## config.mk

```make
export PLATFORM = sky130hd
export DESIGN_NAME = nibble_lut_mult
export DESIGN_NICKNAME = d
export VERILOG_FILES = /design/src/rtl/nlm_pkg.sv /design/src/rtl/nlm_nib_rom.sv /design/src/rtl/nlm_pp_sum.sv /design/src/rtl/nibble_lut_mult.sv
export SDC_FILE = /design/constraint.sdc
export NUM_CORES = 1
export LEC_CHECK = 0
export CAP_MARGIN = 10
export CORE_ASPECT_RATIO = 1.2
export CORE_UTILIZATION = 57
export CTS_BUF_LIST = sky130_fd_sc_hd__clkbuf_8
export DETAILED_ROUTE_END_ITERATION = 8
export PLACE_DENSITY = 0.77
export SLEW_MARGIN = 30
export SYNTH_ARGS = -nofsm -noshare
export SYNTH_HDL_FRONTEND = slang
export SYNTH_SLANG_ARGS = --single-unit
```

## constraint.sdc

```tcl
create_clock -name clk -period 0.9 [get_ports clk]
set_clock_uncertainty 0.15 [all_clocks]
set_input_delay 0.18 -clock clk [delete_from_list [all_inputs] [get_ports clk]]
set_output_delay 0.18 -clock clk [all_outputs]
set_load 0.01 [all_outputs]
```

## src/rtl/nlm_pkg.sv

```systemverilog
package nlm_pkg;
  localparam int NIB_W_DEF = 4;
  localparam int NIBS_DEF  = 2;

  // product of two small unsigned indices, used to fill each table
  function automatic int unsigned nib_product(int unsigned x, int unsigned y);
    return x * y;
  endfunction

  // weight (as a left shift) of pairing nibble i of A with nibble j of B
  function automatic int unsigned pair_shift(int unsigned i, int unsigned j, int unsigned nw);
    return (i + j) * nw;
  endfunction
endpackage

```

## src/rtl/nlm_nib_rom.sv

```systemverilog
module nlm_nib_rom #(
  parameter int NW = 4
) (
  input  logic [NW-1:0]   a_nib,
  input  logic [NW-1:0]   b_nib,
  output logic [2*NW-1:0] prod
);
  localparam int PW    = 2 * NW;
  localparam int DEPTH = 1 << PW;

  logic [PW-1:0] rom [DEPTH];

  // entry index = {a_nib, b_nib}; contents computed at elaboration
  for (genvar k = 0; k < DEPTH; k++) begin : g_ent
    assign rom[k] = PW'(nlm_pkg::nib_product(k >> NW, k % (1 << NW)));
  end

  assign prod = rom[{a_nib, b_nib}];
endmodule

```

## src/rtl/nlm_pp_sum.sv

```systemverilog
module nlm_pp_sum #(
  parameter int NW   = 4,
  parameter int NIBS = 2
) (
  input  logic [NIBS*NIBS*2*NW-1:0] pp_flat,
  output logic [2*NIBS*NW-1:0]      sum
);
  localparam int PW = 2 * NW;
  localparam int RW = 2 * NIBS * NW;
  localparam int NP = NIBS * NIBS;

  always_comb begin
    sum = '0;
    for (int k = 0; k < NP; k++) begin
      sum = sum + (RW'(pp_flat[k*PW +: PW]) << nlm_pkg::pair_shift(k / NIBS, k % NIBS, NW));
    end
  end
endmodule

```

## src/rtl/nibble_lut_mult.sv

```systemverilog
module nibble_lut_mult #(
  parameter int NW   = nlm_pkg::NIB_W_DEF,
  parameter int NIBS = nlm_pkg::NIBS_DEF
) (
  input  logic                 clk,
  input  logic                 rst_n,
  input  logic                 in_valid,
  input  logic [NW*NIBS-1:0]   op_a,
  input  logic [NW*NIBS-1:0]   op_b,
  output logic                 out_valid,
  output logic [2*NW*NIBS-1:0] out_prod
);
  localparam int PW = 2 * NW;
  localparam int RW = 2 * NW * NIBS;
  localparam int NP = NIBS * NIBS;

  logic [NW-1:0]    a_nib [NIBS];
  logic [NW-1:0]    b_nib [NIBS];
  logic [PW-1:0]    pp    [NP];
  logic [NP*PW-1:0] pp_flat;
  logic [RW-1:0]    prod_comb;
  logic             load_en;

  for (genvar i = 0; i < NIBS; i++) begin : g_split
    assign a_nib[i] = op_a[i*NW +: NW];
    assign b_nib[i] = op_b[i*NW +: NW];
  end

  // slot i*NIBS+j holds (nibble i of A) x (nibble j of B)
  for (genvar i = 0; i < NIBS; i++) begin : g_row
    for (genvar j = 0; j < NIBS; j++) begin : g_col
      nlm_nib_rom #(.NW(NW)) u_rom (
        .a_nib (a_nib[i]),
        .b_nib (b_nib[j]),
        .prod  (pp[i*NIBS+j])
      );
      assign pp_flat[(i*NIBS+j)*PW +: PW] = pp[i*NIBS+j];
    end
  end

  nlm_pp_sum #(.NW(NW), .NIBS(NIBS)) u_sum (
    .pp_flat (pp_flat),
    .sum     (prod_comb)
  );

  assign load_en = in_valid;

  always_ff @(posedge clk or negedge rst_n) begin
    if (!rst_n) begin
      out_valid <= 1'b0;
      out_prod  <= '0;
    end else begin
      out_valid <= in_valid;
      if (load_en) out_prod <= prod_comb;
    end
  end
endmodule

```

==> results of run 1 <==
synthesized netlist by cell type (13+ instances only):
library cell  count
nor2_1           57
a21oi_1          49
nand2_1          47
o21ai_0          44
clkbuf_1         33
inv_1            33
mux4_2           31
ha_1             30
a211oi_1         28
mux2i_1          23
dfrtp_1          17
a21o_1           16
buf_2            16
nand3_1          16
buf_1            13
cell families after synthesis:
logic type / count (synthesis) / synth area share [%]
AO/OA/AOI/OAI: 223 / 30.26
XOR/XNOR: 14 / 2.450
adder cells (fa/ha/maj): 39 / 11.10
buffers and inverters: 106 / 9.277
flip-flops: 17 / 8.502
multiplexers: 64 / 21.11
AND/OR/NAND/NOR: 179 / 17.30
metal layers:
metal	GRT overflow	global-route usage [%]
met5	0	3.636
met4	11	71.66
met3	1	52.76
met2	13	89.90
met1	0	74.43
what timing repair did:
| item | 4_1_cts |
|---|---|
| endpoints found under the setup margin | 33 |
| gates resized for setup | 177 |
| setup buffers | 30 |
| hold buffers | 0 |
| pin swaps | 37 |
through the flow:
stage | instance area [sq um] | instances | utilization [%]
2_1_floorplan | 5396 | 642 | -
3_3_place_gp | 7082 | 946 | 82.69
3_5_place_dp | 7082 | 946 | 82.69
4_1_cts | 7580 | 979 | 88.50
==> reports/qor.yml, run 1 <==
outcome: "stopped before the end"
synth_edf_count: 0
dieWidth_um: 87.53
synth_cells: 642
boundaryPins: 36
haltStage: "global routing (5_1_grt)"
endpoint_type: "register data pin"
cts_buffer_depth: 2
synth_fp_nets: 700
yosysTopAreaCell: "mux4_2"
cts_root_buffer: "clkbuf_8"
port_buffers: 35
run.stop_error: "[ERROR GRT-0232] Routing congestion too high. Check the congestion heatmap in the GUI."
yosysTopAreaCellShare_pct: 13.95
seq_area_frac_synth_pct: 8.502
cts.sinks: 17
dp_slack_ps: -4423
synth_flop_cell: "dfrtp_1"
dp_hpwl_um: 15940
numCtsBuffers: 3
grt_max_degree: 40
ys_async_sr_fraction_pct: 100.0
synthesis.area_sq_um: 5004
grt_use_total_pct: 72.16
fp.dieH_um: 104.6
grt.overflow.total: 25
worstEndpointGrtRepair: "out_prod[15]$_DFFE_PN0P_/D"
synth.avg_cell_area_sq_um: 7.794
ys_top_cells_by_area: "mux4_2 14%, dfrtp_1 8.5%, ha_1 7.5%"
synth.distinct_cells: 77
cts.htree.levels: 1
yosysWarnings: 0
num_rows: 37
place_congestion: 0.9747
initial_core_util_pct: 58.42
synth_seq_cells: 17
==> run 2, diff against run 1 <==
--- a/config.mk
+++ b/config.mk
@@ -6,11 +6,9 @@
 export NUM_CORES = 1
 export LEC_CHECK = 0
 export CAP_MARGIN = 10
-export CORE_ASPECT_RATIO = 1.2
-export CORE_UTILIZATION = 57
-export CTS_BUF_LIST = sky130_fd_sc_hd__clkbuf_8
+export CORE_UTILIZATION = 40
 export DETAILED_ROUTE_END_ITERATION = 8
-export PLACE_DENSITY = 0.77
+export PLACE_DENSITY_LB_ADDON = 0.15
 export SLEW_MARGIN = 30
 export SYNTH_ARGS = -nofsm -noshare
 export SYNTH_HDL_FRONTEND = slang
==> constraint.sdc (replaced) <==
create_clock -name clk -period 1.2 [get_ports clk]
set_clock_uncertainty 0.15 [all_clocks]
set_input_delay 0.24 -clock clk [delete_from_list [all_inputs] [get_ports clk]]
set_output_delay 0.24 -clock clk [all_outputs]
set_load 0.01 [all_outputs]
==> reports/qor.yml, run 2 <==
port_buffers: 35  # unchanged
yosysWarnings: 0  # unchanged
synth_commonest_cells: "57 x nor2_1, 49 x a21oi_1, 47 x nand2_1"  # unchanged
violations: "setup timing"
worst-setup-path-type: "primary input to flip-flop"
reg2reg_depth: 2
grt_pass1_vias: 6059
fp.coreArea_sq_um: 12110
numCtsBuffers: 3  # unchanged
cts_root_buffer: "clkbuf_16"  # was clkbuf_8
route.detailed.drc: 0
antenna_found_initial: 0
p_leak_nw: 3.546
synth.avg_cell_area_sq_um: 7.794  # unchanged
final_common_cell: "buf_4"
crit_fanout: 8
place_congestion: 0.9706  # was 0.9747
routed-via-count: 6038
worst_slack_ps: -3351
initial_core_util_pct: 41.31  # was 58.42%
worstSetupEndpointType: "flip-flop"
cts.sinks: 17  # unchanged
hold_path_class: "primary input to async pin"
synth_flop_cell: "dfrtp_1"  # unchanged
setup_viol_count_final: 15
grt_max_degree: 42
rsz0062_at_grt: "yes"
insertion_delay_ps: 250
power_density_nw_per_um2: 859.5
drive_gt1_share_pct: 49.88
synth.distinct_cells: 77  # unchanged
yosysTopAreaCell: "mux4_2"  # unchanged
place_area_sq_um: 7298  # was 7082 sq um
fp.dieH_um: 113.8  # was 104.6 um
synth_fp_nets: 700  # unchanged
grt.overflow.total: 0
postRouteAntennaNets: 0
seq_area_frac_synth_pct: 8.502  # unchanged
dp_slack_ps: -4061  # was -4423 ps
hold_viol_final: 0
peakVddDrop_mv: 0.4945
timing.rr.start: "out_prod[15]"
drv_slew: 0
grt_pass1_wl_um: 30530
finalCritPeriodShare_pct: 379.3
yosysTopAreaCellShare_pct: 13.95  # unchanged
tns_ps: -32060
drv_cap: 0
num_rows: 40  # was 37
dr.pass1.iters: 5
boundaryPins: 36  # unchanged
post-route-util_pct: 65.36
tightestPinTransition_ps: 460.5
wl_um: 18930
wl_per_cell_um: 18.27
layout_common_cells: "231 x buf_4, 52 x nor2_1, 46 x nand2_1, 39 x a21oi_1"
ys_async_sr_fraction_pct: 100.0  # unchanged
synthesis.area_sq_um: 5004  # unchanged
dp_hpwl_um: 14480  # was 15,940 um
viasPerCell: 5.828
cts.htree.levels: 1  # unchanged
die_area_sq_um: 12960
cts_buffer_depth: 2  # unchanged
diodes: 0
power.total_w: 0.006804
max_freq_mhz: 219.7
synth_cells: 642  # unchanged
regMostFlops: "out_prod"
synth.most_common_cell: "nor2_1"  # unchanged
worstPathRequired_ps: 1180
rr_endpoint: "out_prod[15]"
reg_top3: "out_prod: 16 flops, out_valid: 1 flops"
hold_buffers: 0  # unchanged
synth_seq_cells: 17  # unchanged
stdcell_area_sq_um: 7916
startpoint_type: "primary input"
slew_headroom_pct: 69.04
grt_use_total_pct: 29.41
areaGrowthSynthToFinish_pct: 58.21
cts_tree: "built"
largest_reg_flops: 16
r2r_setup_slack_ps: 90
outcome: "complete, but fails checks"  # was stopped before the end
ys_top_cells_by_area: "mux4_2 14%, dfrtp_1 8.5%, ha_1 7.5%"  # unchanged
drt_iter0_drc: 544
arrival_ps: 4530
nNetsFinal: 927
clk_pin_slew_ps: 50
period_minus_slack_ps: 4551
synth_edf_count: 0  # unchanged
dieWidth_um: 113.8  # was 87.53 um
[run 2: worst max-delay path by stage]
stage / from / endpoint / slack [ps] / depth (start not counted)
2_1_floorplan: op_b[5] / out_prod[15] / -3290 / 17
3_3_place_gp: op_b[0] / out_prod[15] / -4000 / 18
3_5_place_dp: op_b[0] / out_prod[15] / -4060 / 19
4_1_cts: op_b[1] / out_prod[15] / -3370 / 18
5_1_grt: op_b[0] / out_prod[15] / -3450 / 20
6_report: op_b[0] / out_prod[15] / -3350 / 19
[run 2: final cells by class]
| cell class | instances | area (sq um) |
|---|---|---|
| clock buffer | 4 | 78.83 |
| sequential | 17 | 425.4 |
| inverter | 38 | 170.2 |
| multi-input combinational | 519 | 4701 |
| timing repair buffer | 290 | 2331 |
| fill | 1008 | 4195 |
| tap | 168 | 210.2 |
[run 2: cell families (layout without fill, tap and decap cells)]
group           count (synthesis)  in the layout  share of synthesized area, %
compound gates                223            223                         30.26
xor+xnor                       14             14                         2.450
fa+ha+maj                      39             39                         11.10
buf+inv                       106            332                         9.277
flops                          17             17                         8.502
mux                            64             64                         21.11
simple gates                  179            179                         17.30
[run 2: timing repair]
action | in CTS | in global routing
pin swaps | 37 | 40
hold endpoints to repair | 0 | 0
buffers inserted | 17 | 9
setup endpoints to repair | 33 | 16
resized for setup | 158 | 47
[run 2: power by group]
group          switching (W)  leakage (nW)  total (W)  internal (W)
Sequential         0.0000925         0.204   0.000852      0.000760
Clock               0.000219        0.0382   0.000671      0.000451
Combinational        0.00247          3.30    0.00528       0.00281
[run 2: critical path: stages]
cell and delay (ps):
buf_8 80, clkinvlp_4 100, ha_4 290, nor2b_4 170, a21oi_2 50, mux2_4 280
mux4_2 450, mux2i_1 190, a21o_1 180, fa_1 410, inv_2 80, ha_4 140
fa_2 210, a21o_1 150, a221o_1 230, o41ai_4 100, or4b_4 490, or3b_1 390
a221o_1 300
[run 2: stage by stage]
stage / hold slack, ps / std cells
global placement: 309.9 / 1008
global route: 180.7 / 1036
detailed placement: 322.7 / 1008
floorplan: -205.6 / 642
CTS: 171.7 / 1029
finish: 168.9 / 1036
[run 2: routing by layer]
metal / up-vias / GRT usage, % / wire [um]
met2: 260 / 48.94 / 8940
met5: - / 0 / 0
li1: 2840 / - / -
met1: 2892 / 40.03 / 8278
met4: 0 / 9.870 / 534
met3: 46 / 2.816 / 1179
Note: power is estimated with default switching activity, not from simulation.
